[config.mk]
export PLATFORM = sky130hd
export DESIGN_NAME = gpio_pair_bank
export DESIGN_NICKNAME = d
export VERILOG_FILES = /design/src/rtl/gpio_pair_bank.sv
export SDC_FILE = /design/constraint.sdc
export NUM_CORES = 1
export LEC_CHECK = 0
export BUFFER_PORTS_ARGS = -buffer_cell sky130_fd_sc_hd__buf_2
export CORE_UTILIZATION = 39
export CTS_CLUSTER_SIZE = 24
export DETAILED_ROUTE_END_ITERATION = 8
export PLACE_DENSITY = 0.7
export SKIP_CTS_REPAIR_TIMING = 1
export SLEW_MARGIN = 10
export SYNTH_ARGS = -nofsm -noshare
export SYNTH_HDL_FRONTEND = slang
export SYNTH_SLANG_ARGS = --single-unit
[constraint.sdc]
create_clock -name clk -period 1.9 [get_ports clk]
set_input_delay 0.095 -clock clk [delete_from_list [all_inputs] [get_ports clk]]
set_output_delay 0.095 -clock clk [all_outputs]
set_load 0.05 [all_outputs]
[src/rtl/gpio_pair_bank.sv]
module gpio_pair_bank #(
  parameter int PINS = 32,
  parameter int AW   = 8
) (
  input  logic            clk,
  input  logic            rst_n,
  input  logic [AW-1:0]   addr,
  input  logic [31:0]     wdata,
  input  logic            wr_en,
  input  logic            rd_en,
  output logic [31:0]     rdata,
  input  logic [PINS-1:0] pin_in,
  output logic [PINS-1:0] pad_out,
  output logic [PINS-1:0] pad_oe,
  output logic [PINS-1:0] pad_pu,
  output logic [PINS-1:0] pad_pd
);
  localparam int BW = PINS / 2;
  localparam int OW = AW - 1;

  localparam logic [OW-1:0] OFS_LVL = OW'('h00);
  localparam logic [OW-1:0] OFS_OE  = OW'('h04);
  localparam logic [OW-1:0] OFS_OD  = OW'('h08);
  localparam logic [OW-1:0] OFS_PU  = OW'('h18);
  localparam logic [OW-1:0] OFS_PD  = OW'('h1C);
  localparam logic [OW-1:0] OFS_IE  = OW'('h20);
  localparam logic [OW-1:0] OFS_RB  = OW'('h30);
  localparam logic [OW-1:0] OFS_IN  = OW'('h34);

  logic [1:0][BW-1:0] lvl, oe, od, pu, pd, ie;
  logic [PINS-1:0]    sync1, sync2;
  logic [BW-1:0]      rd_word;

  wire           bank = addr[AW-1];
  wire [OW-1:0]  ofs  = addr[OW-1:0];
  wire [BW-1:0]  set_m = wdata[BW-1:0];
  wire [BW-1:0]  clr_m = wdata[2*BW-1:BW];
  wire           wr_hit = (ofs == OFS_LVL) || (ofs == OFS_OE) || (ofs == OFS_OD) ||
                          (ofs == OFS_PU)  || (ofs == OFS_PD) || (ofs == OFS_IE);

  function automatic logic [BW-1:0] upd(input logic [BW-1:0] cur,
                                        input logic [BW-1:0] s,
                                        input logic [BW-1:0] c);
    return (cur | s) & ~c;
  endfunction

  always_ff @(posedge clk) begin
    if (!rst_n) begin
      lvl <= '0; oe <= '0; od <= '0; pu <= '0; pd <= '0; ie <= '0;
    end else if (wr_en) begin
      case (ofs)
        OFS_LVL: lvl[bank] <= upd(lvl[bank], set_m, clr_m);
        OFS_OE:  oe[bank]  <= upd(oe[bank],  set_m, clr_m);
        OFS_OD:  od[bank]  <= upd(od[bank],  set_m, clr_m);
        OFS_PU:  pu[bank]  <= upd(pu[bank],  set_m, clr_m);
        OFS_PD:  pd[bank]  <= upd(pd[bank],  set_m, clr_m);
        OFS_IE:  ie[bank]  <= upd(ie[bank],  set_m, clr_m);
        default: ;
      endcase
    end
  end

  always_ff @(posedge clk) begin
    if (!rst_n) begin
      sync1 <= '0;
      sync2 <= '0;
    end else begin
      sync1 <= pin_in;
      sync2 <= sync1;
    end
  end

  wire [1:0][BW-1:0] in_view = sync2 & ie;

  always_comb begin
    case (ofs)
      OFS_OE:  rd_word = oe[bank];
      OFS_OD:  rd_word = od[bank];
      OFS_PU:  rd_word = pu[bank];
      OFS_PD:  rd_word = pd[bank];
      OFS_IE:  rd_word = ie[bank];
      OFS_RB:  rd_word = lvl[bank];
      OFS_IN:  rd_word = in_view[bank];
      default: rd_word = '0;
    endcase
  end

  always_ff @(posedge clk) begin
    if (!rst_n)     rdata <= '0;
    else if (rd_en) rdata <= {{(32-BW){1'b0}}, rd_word};
  end

  assign pad_pu  = pu;
  assign pad_pd  = pd;
  assign pad_out = lvl & ~od;
  assign pad_oe  = oe & ~(od & lvl);


  clear_wins_chk: assert property (@(posedge clk) disable iff (!rst_n)
    (wr_en && ofs == OFS_OE) |=> ((oe[$past(bank)] & $past(clr_m)) == '0));


  set_applies_chk: assert property (@(posedge clk) disable iff (!rst_n)
    (wr_en && ofs == OFS_PU) |=>
      ((pu[$past(bank)] & $past(set_m) & ~$past(clr_m)) == ($past(set_m) & ~$past(clr_m))));


  unmapped_write_chk: assert property (@(posedge clk) disable iff (!rst_n)
    (!wr_en || !wr_hit) |=> $stable({lvl, oe, od, pu, pd, ie}));


  upper_zero_chk: assert property (@(posedge clk) disable iff (!rst_n)
    rdata[31:BW] == '0);


  read_hold_chk: assert property (@(posedge clk) disable iff (!rst_n)
    !rd_en |=> $stable(rdata));


  level_readback_chk: assert property (@(posedge clk) disable iff (!rst_n)
    (rd_en && ofs == OFS_RB) |=> rdata[BW-1:0] == $past(lvl[bank]));
endmodule

# Yosys cells after proc, flatten, opt, wreduce, memory -nomap -nowiden
# Cells that the tools add are included.
# Widths: inputs -> output; s select.
# totals
word_cells	74
out_inout_bits	160
input_bits	76
register_bits	272
# op_classes
n_lt_le_gt_ge	2
muxes	23
eq_ne	7
bitwise_logic	19
reduce_logical	8
# op_table
cell	count
$mux 16	15
$bwmux 32	6
$and 32x32->32	4
$pmux 16 s7	1
$and 16x16->16	6
$or 16x16->16	6
$not 32->32	2
$eq 7x6->1 const B	3
$demux 16 s1	1
$not 16->16	1
$eq 7x5->1 const B	2
$reduce_and 2->1	6
$eq 7x3->1 const B	1
$eq 7x4->1 const B	1
$logic_not 7->1	1
$lt 1x2->1 const B	1
$ge 1x1->1 const B	1
$logic_and 1x1->1	1

# Logic depth before layout (Yosys ltp)
# Gate-level depths: netlist of the first run.
# logic_depth
depth_word	5
mapped_depth	8
depth_no_buf	5

# Worst setup path after synthesis of the first run
# No wires, ideal clock.
# synth_path
kind	register -> output
from	reg oe[0] (netlist bit)
to	out pad_oe[0]
setup_slack_ns	0.337
arrival_time_ns	1.468
stages_incl_launch_ff	2
required_time_ns	1.805
cell_sequence	dfxtp_1 > a21boi_0
# synth_via
elab_chain_cells	1
# synth_lines
element	line	source
start, declared	30	logic [1:0][BW-1:0] lvl, oe, od, pu, pd, ie;
start signal, assigned by index	53	OFS_OE: oe[bank] <= upd(oe[bank], set_m, clr_m);
$and 32x32->32	96	assign pad_oe = oe & ~(od & lvl);
end, declared	14	output logic [PINS-1:0] pad_oe,
# No other way between the ends.

# Worst setup path in the final report of the first run
# layout_path
from	reg oe[7] (netlist bit)
to	out pad_oe[7]
# Same word-level chain as after synthesis.

==> impl_metrics.yaml, run 1 <==
synth:
  yosysTopAreaCell: "dfxtp_1"
  syn_area_mm2: 0.0128
  ys_seq_area_share_pct: 42.7
  synth_top_area_share_pct: 42.7
  yosys.cell_count.top_type: "dfxtp_1"
  ys_ff_latch: 272
  synth_cells: 1492
  avgSynthCellArea_um2: 8.55
  async_flop_share_pct: 0
  ys_types: 49
  synthFlopType: "dfxtp_1"
  synth.area.top_cells: "dfxtp_1 (43%), and2_1 (8.6%), nand2_1 (5.9%)"
  synth-edff-count: 0
  ys_top_cells_by_count: "dfxtp_1 (272), nand2_1 (200), and2_1 (176)"
  ys_warn_count: 0
die:
  die_area_mm2: 0.0334
  rows: 65
  die_h_um: 183
  start_util_pct: 40.0
  dieWidth_um: 183
  core_mm2: 0.0319
  pin_count: 236
pwr:
  pwr-share-comb_pct: 6.7
  total_power_mw: 12.2
  p_sw_mw: 2.80
  clkPwrFrac_pct: 45.9
  vdd_ir_drop_max_uv: 599
  internal_power_mw: 9.40
  pwr-share-seq_pct: 47.5
  power_leakage_nw: 6.85
  power_density_mw_per_mm2: 766
  switching_share_pct: 23.0
clocking:
  clock_sinks: 272
  clock_latency_ns: 0.55
  cts.path.max_buffers: 3
  cts_tree: "yes"
  numCtsBuffers: 29
  cts_root_buffer: "clkbuf_16"
  h-tree-depth: 1
  clkTransAtPathRegs_ns: 0.06
drt:
  viasPerCell: 5.18
  detail-route-antenna-nets: 0
  first_pass_iters: 7
  drc: 0
  vias: 11400
  wl_um: 41500
  drt-initial-drc-count: 961
  wire_per_inst_um: 18.8
timing:
  hold_viol_final: 1
  slew_violations: 0
  fin_crit_sh_pct: 93.3
  tightest_slew_ns: 0.667
  fmax_ghz: 0.564
  relSlewSlack_pct: 55.6
  post-route-min-period_ns: 1.77
  finalWorstSetupSlack_ns: 0.127
  fin_skew_ns: 0.00883
  setup_viol: 0
  rsz0062_at_grt: "no"
  hold_slack_ns: -0.00247
final_layout:
  fin_nets: 1820
  area.growth.synth_to_final_pct: 24.8
  final_util_pct: 49.9
  drive_gt1_share_pct: 21.5
  fill_cells: 3112
setup_path:
  cp.arrival_ns: 1.68
  cp.required_ns: 1.80
  cp_slowest_cell: "a21boi_0"
  cpPeakStageDelay_ns: 0.41
  crit_family: "compound AO/OA/AOI/OAI gates"
  critPathCaptureType: "output pin"
  critPathMaxFanout: 3
  critPathBufInv: 1
  crit_path_cell_trace: "a21boi_0 > buf_2"
  cp.depth: 2
  reg2reg_depth: 5
  start_kind: "register"
  critPathKind: "reg2out"
global_routing:
  first_global_vias: 10600
  gr-total-overflow: 0
  grt_max_degree: 120
  grt_usage_pct: 24.2
  antenna_found_initial: 1
  grt_pass1_wl_um: 62900
place:
  place_congestion: 0.909
  port_buffers: 219
  pre_cts_slack_ns: -0.00370
  hpwl_um: 30300
min_path:
  hold_path_class: "in2reg"
  hold_depth: 4
outcome:
  outcome: "finished with violations"
  violations: "hold timing"
run:
  maxCapViolations: 0
## power by group through the flow
stage | clock network, mW | logic [mW] | registers [mW]
after global routing | 5.92 | 0.865 | 5.79
final | 5.60 | 0.814 | 5.79
after detailed placement | 0 | 0.731 | 5.92
after floorplan | 0 | 0.458 | 5.91
after global placement | 0 | 0.725 | 5.92
after CTS | 5.69 | 0.734 | 5.79
## routing by layer
layer	part of all wire, %	global-route usage, %
met5	0	0
met4	2.6	7.33
met3	8.7	5.76
met2	42	36.0
met1	47	34.4
## cell type report
cell class / instances / area [um^2] / area share [%]
multi-input cells: 1105 / 6800 / 42.7
flip-flops and latches: 272 / 5450 / 34.2
repair buffers: 317 / 2110 / 13.2
clock buffers: 46 / 890 / 5.59
well taps: 435 / 544 / 3.42
inverters: 19 / 71.3 / 0.448
clock inverters: 5 / 53.8 / 0.338
diodes: 2 / 5.00 / 0.0314
## worst register-to-register path: stages, from the launching register on
cell and delay (ns):
dfxtp_1 0.33, mux2_2 0.28, a22oi_1 0.34, o221ai_1 0.18, nor4_1 0.33, nor3_1 0.08
## per-stage QoR
step / hold slack, ns / area (um^2) / cells / TNS, ns
4_1_cts: -0.261 / 15500 / 2155 / 0
3_5_place_dp: 0.304 / 14500 / 2104 / -0.00370
5_1_grt: 0.000716 / 15900 / 2200 / 0
6_report: -0.00247 / 15900 / 2201 / 0
3_3_place_gp: 0.304 / 14500 / 2104 / 0
2_1_floorplan: 0.222 / 12800 / 1507 / 0
## flip-flops by register name (all words and copies together), names as in the netlist
signal,flops
lvl,32
ie,32
rdata,16
od,32
pad_pu,32
pad_pd,32
sync2,32
sync1,32
oe,32
## cell families after synthesis
logic type	after synthesis	synth area share (%)
and+or+nand+nor	598	24.5
AOI/OAI and AO/OA	379	18.8
DFF	272	42.7
buffers and inverters	130	4.68
muxes	112	9.31
other	1	0.0294
## final timing paths
kind	startpoint	to	slack [ns]
worst max register to register	oe[26]$_SDFFE_PN0P_	rdata[10]$_SDFFE_PN0P_	0.25
worst min register to register	sync1[24]$_SDFF_PN0_	sync2[24]$_SDFF_PN0_	0.43
worst max-delay path	oe[7]$_SDFFE_PN0P_	pad_oe[7]	0.13
worst min-delay path	wdata[24]	ie[24]$_SDFFE_PN0P_	-0.002
## layout by cell type, fill, tap and decap left out, drive strengths merged, types with 12 or more instances in the layout
cell type    count
buf            273
dfxtp          272
nand2          201
and2           177
o21ai          128
nor2b           95
a21oi           65
a21boi          65
mux2i           59
nand3           55
mux2            53
o21bai          49
nor2            48
clkbuf          46
dlygate4sd3     44
inv             20
conb            16
a21o            15
o22ai           12
(Power assumes the default switching activity.)
==> run 2: changes to the inputs <==
--- a/config.mk
+++ b/config.mk
@@ -9,7 +9,7 @@
 export CORE_UTILIZATION = 39
 export CTS_CLUSTER_SIZE = 24
 export DETAILED_ROUTE_END_ITERATION = 8
-export PLACE_DENSITY = 0.7
+export PLACE_DENSITY = 0.62
 export SKIP_CTS_REPAIR_TIMING = 1
 export SLEW_MARGIN = 10
 export SYNTH_ARGS = -nofsm -noshare
==> impl_metrics.yaml, run 2 (synthesis results as in run 1) <==
final_layout:
  fin_nets: 1817
  multi_input_comb_area_mm2: 0.00680
  layout.cells.most_common: "dfxtp_1"
  fill_cells: 3111
  final-seq-area_mm2: 0.00545
  final_cell_mix: "dfxtp_1 (272), buf_2 (217), nand2_1 (200), and2_1 (176), o21ai_0 (127)"
  postLayoutCellArea_mm2: 0.0160
  drive_gt1_share_pct: 21.4
  antennaDiodeCount: 0
  area.growth.synth_to_final_pct: 25.5
  final_util_pct: 50.2
drt:
  wire_per_inst_um: 18.1
  wl_um: 39800
  viasPerCell: 5.13
  vias: 11300
  drt-initial-drc-count: 896
  drc: 0
  detail-route-antenna-nets: 0
  first_pass_iters: 5
timing:
  finalWorstSetupSlack_ns: 0.179
  finalSetupTns_ns: 0
  hold_viol_final: 3
  tightest_slew_ns: 0.526
  relSlewSlack_pct: 64.8
  rsz0062_at_grt: "no"
  setup_viol: 0
  fmax_ghz: 0.581
  slew_violations: 0
  post-route-min-period_ns: 1.72
  fin_skew_ns: 0.0132
  hold_slack_ns: -0.0218
  fin_crit_sh_pct: 90.6
global_routing:
  grt.met1_usage_pct: 33.8
  grt_max_degree: 76
  grt_pass1_wl_um: 60100
  grt_util_met2_pct: 33.9
  grt_usage_pct: 23.1
  busiest_layer: "met2"
  antenna_found_initial: 0
  gr-usage-met3_pct: 4.25
  gr-total-overflow: 0
  first_global_vias: 10200
die:
  pin_count: 236
  die_h_um: 183
  rows: 65
  dieWidth_um: 183
  die_area_mm2: 0.0334
  start_util_pct: 40.0
  core_mm2: 0.0319
setup_path:
  cp-endpoint: "pad_oe[24]"
  critPathKind: "reg2out"
  critPathMaxFanout: 3
  rr_startpoint: "oe[25]$_SDFFE_PN0P_"
  cp.required_ns: 1.80
  cp-startpoint: "oe[24]$_SDFFE_PN0P_"
  crit_path_cell_trace: "a21boi_0 > buf_2"
  worstReg2RegEnd: "rdata[9]$_SDFFE_PN0P_"
  reg2reg_slack_ns: 0.29
  cp.arrival_ns: 1.63
  critPathCaptureType: "output pin"
  reg2reg_depth: 5
  start_kind: "register"
  cpPeakStageDelay_ns: 0.38
  cp_slowest_cell: "a21boi_0"
min_path:
  hold_path_class: "in2reg"
run:
  maxCapViolations: 0
clocking:
  clock_latency_ns: 0.56
  clock_sinks: 272
  numCtsBuffers: 31
  cts.path.max_buffers: 3
  cts_tree: "yes"
  clkTransAtPathRegs_ns: 0.06
  cts_root_buffer: "clkbuf_16"
  h-tree-depth: 1
pwr:
  power_leakage_nw: 6.90
  vdd_ir_drop_max_uv: 661
  power_density_mw_per_mm2: 802
place:
  dpl-instance-area_mm2: 0.0145
  pre_cts_slack_ns: 0.0315
  port_buffers: 219
  hpwl_um: 29200
  place_congestion: 0.926
outcome:
  violations: "hold timing"
  outcome: "finished with violations"
[run 2: cell type report]
class	instances	share of cell area, %
clock buffer	45	5.61
clock inverter	8	1.03
inverter	19	0.445
multi-input combinational	1105	42.5
sequential	272	34.0
tap	435	3.40
timing repair buffer	312	13.0
[run 2: per-layer routing]
metal / vias up / routed length [um] / share of wire [%]
met5: - / 0 / 0
met4: 0 / 1080 / 2.7
met3: 68 / 3240 / 8.1
met2: 414 / 16600 / 42
met1: 5202 / 18900 / 48
li1: 5572 / - / -
[run 2: worst min path at each step]
stage               start                 endpoint  cells after the start
2_1_floorplan   pin_in[0]      sync1[0]$_SDFF_PN0_                      1
3_3_place_gp   pin_in[14]     sync1[14]$_SDFF_PN0_                      2
3_5_place_dp   pin_in[24]     sync1[24]$_SDFF_PN0_                      2
4_1_cts        pin_in[15]     sync1[15]$_SDFF_PN0_                      2
5_1_grt         wdata[16]  pad_pd[16]$_SDFFE_PN0P_                      4
6_report        wdata[16]  pad_pd[16]$_SDFFE_PN0P_                      4
[run 2: stage by stage]
step / instances / power [mW]
3_5_place_dp: 2100 / 6.65
6_report: 2196 / 12.8
3_3_place_gp: 2100 / 6.65
2_1_floorplan: 1507 / 6.37
4_1_cts: 2153 / 12.8
5_1_grt: 2196 / 13.2
[run 2: power by group]
part           internal (mW)  switching, mW  total (mW)
Combinational          0.317          0.492       0.809
Sequential              5.77         0.0211        5.79
Clock                   3.91           2.32        6.23
Total                   10.0           2.84        12.8
[run 2: critical path: cells and delay by family, from the launching register on]
family | cells | cell delay, ns
flip-flops | 1 | 0.36
AO/OA/AOI/OAI | 1 | 0.38
buffers and inverters | 1 | 0.35
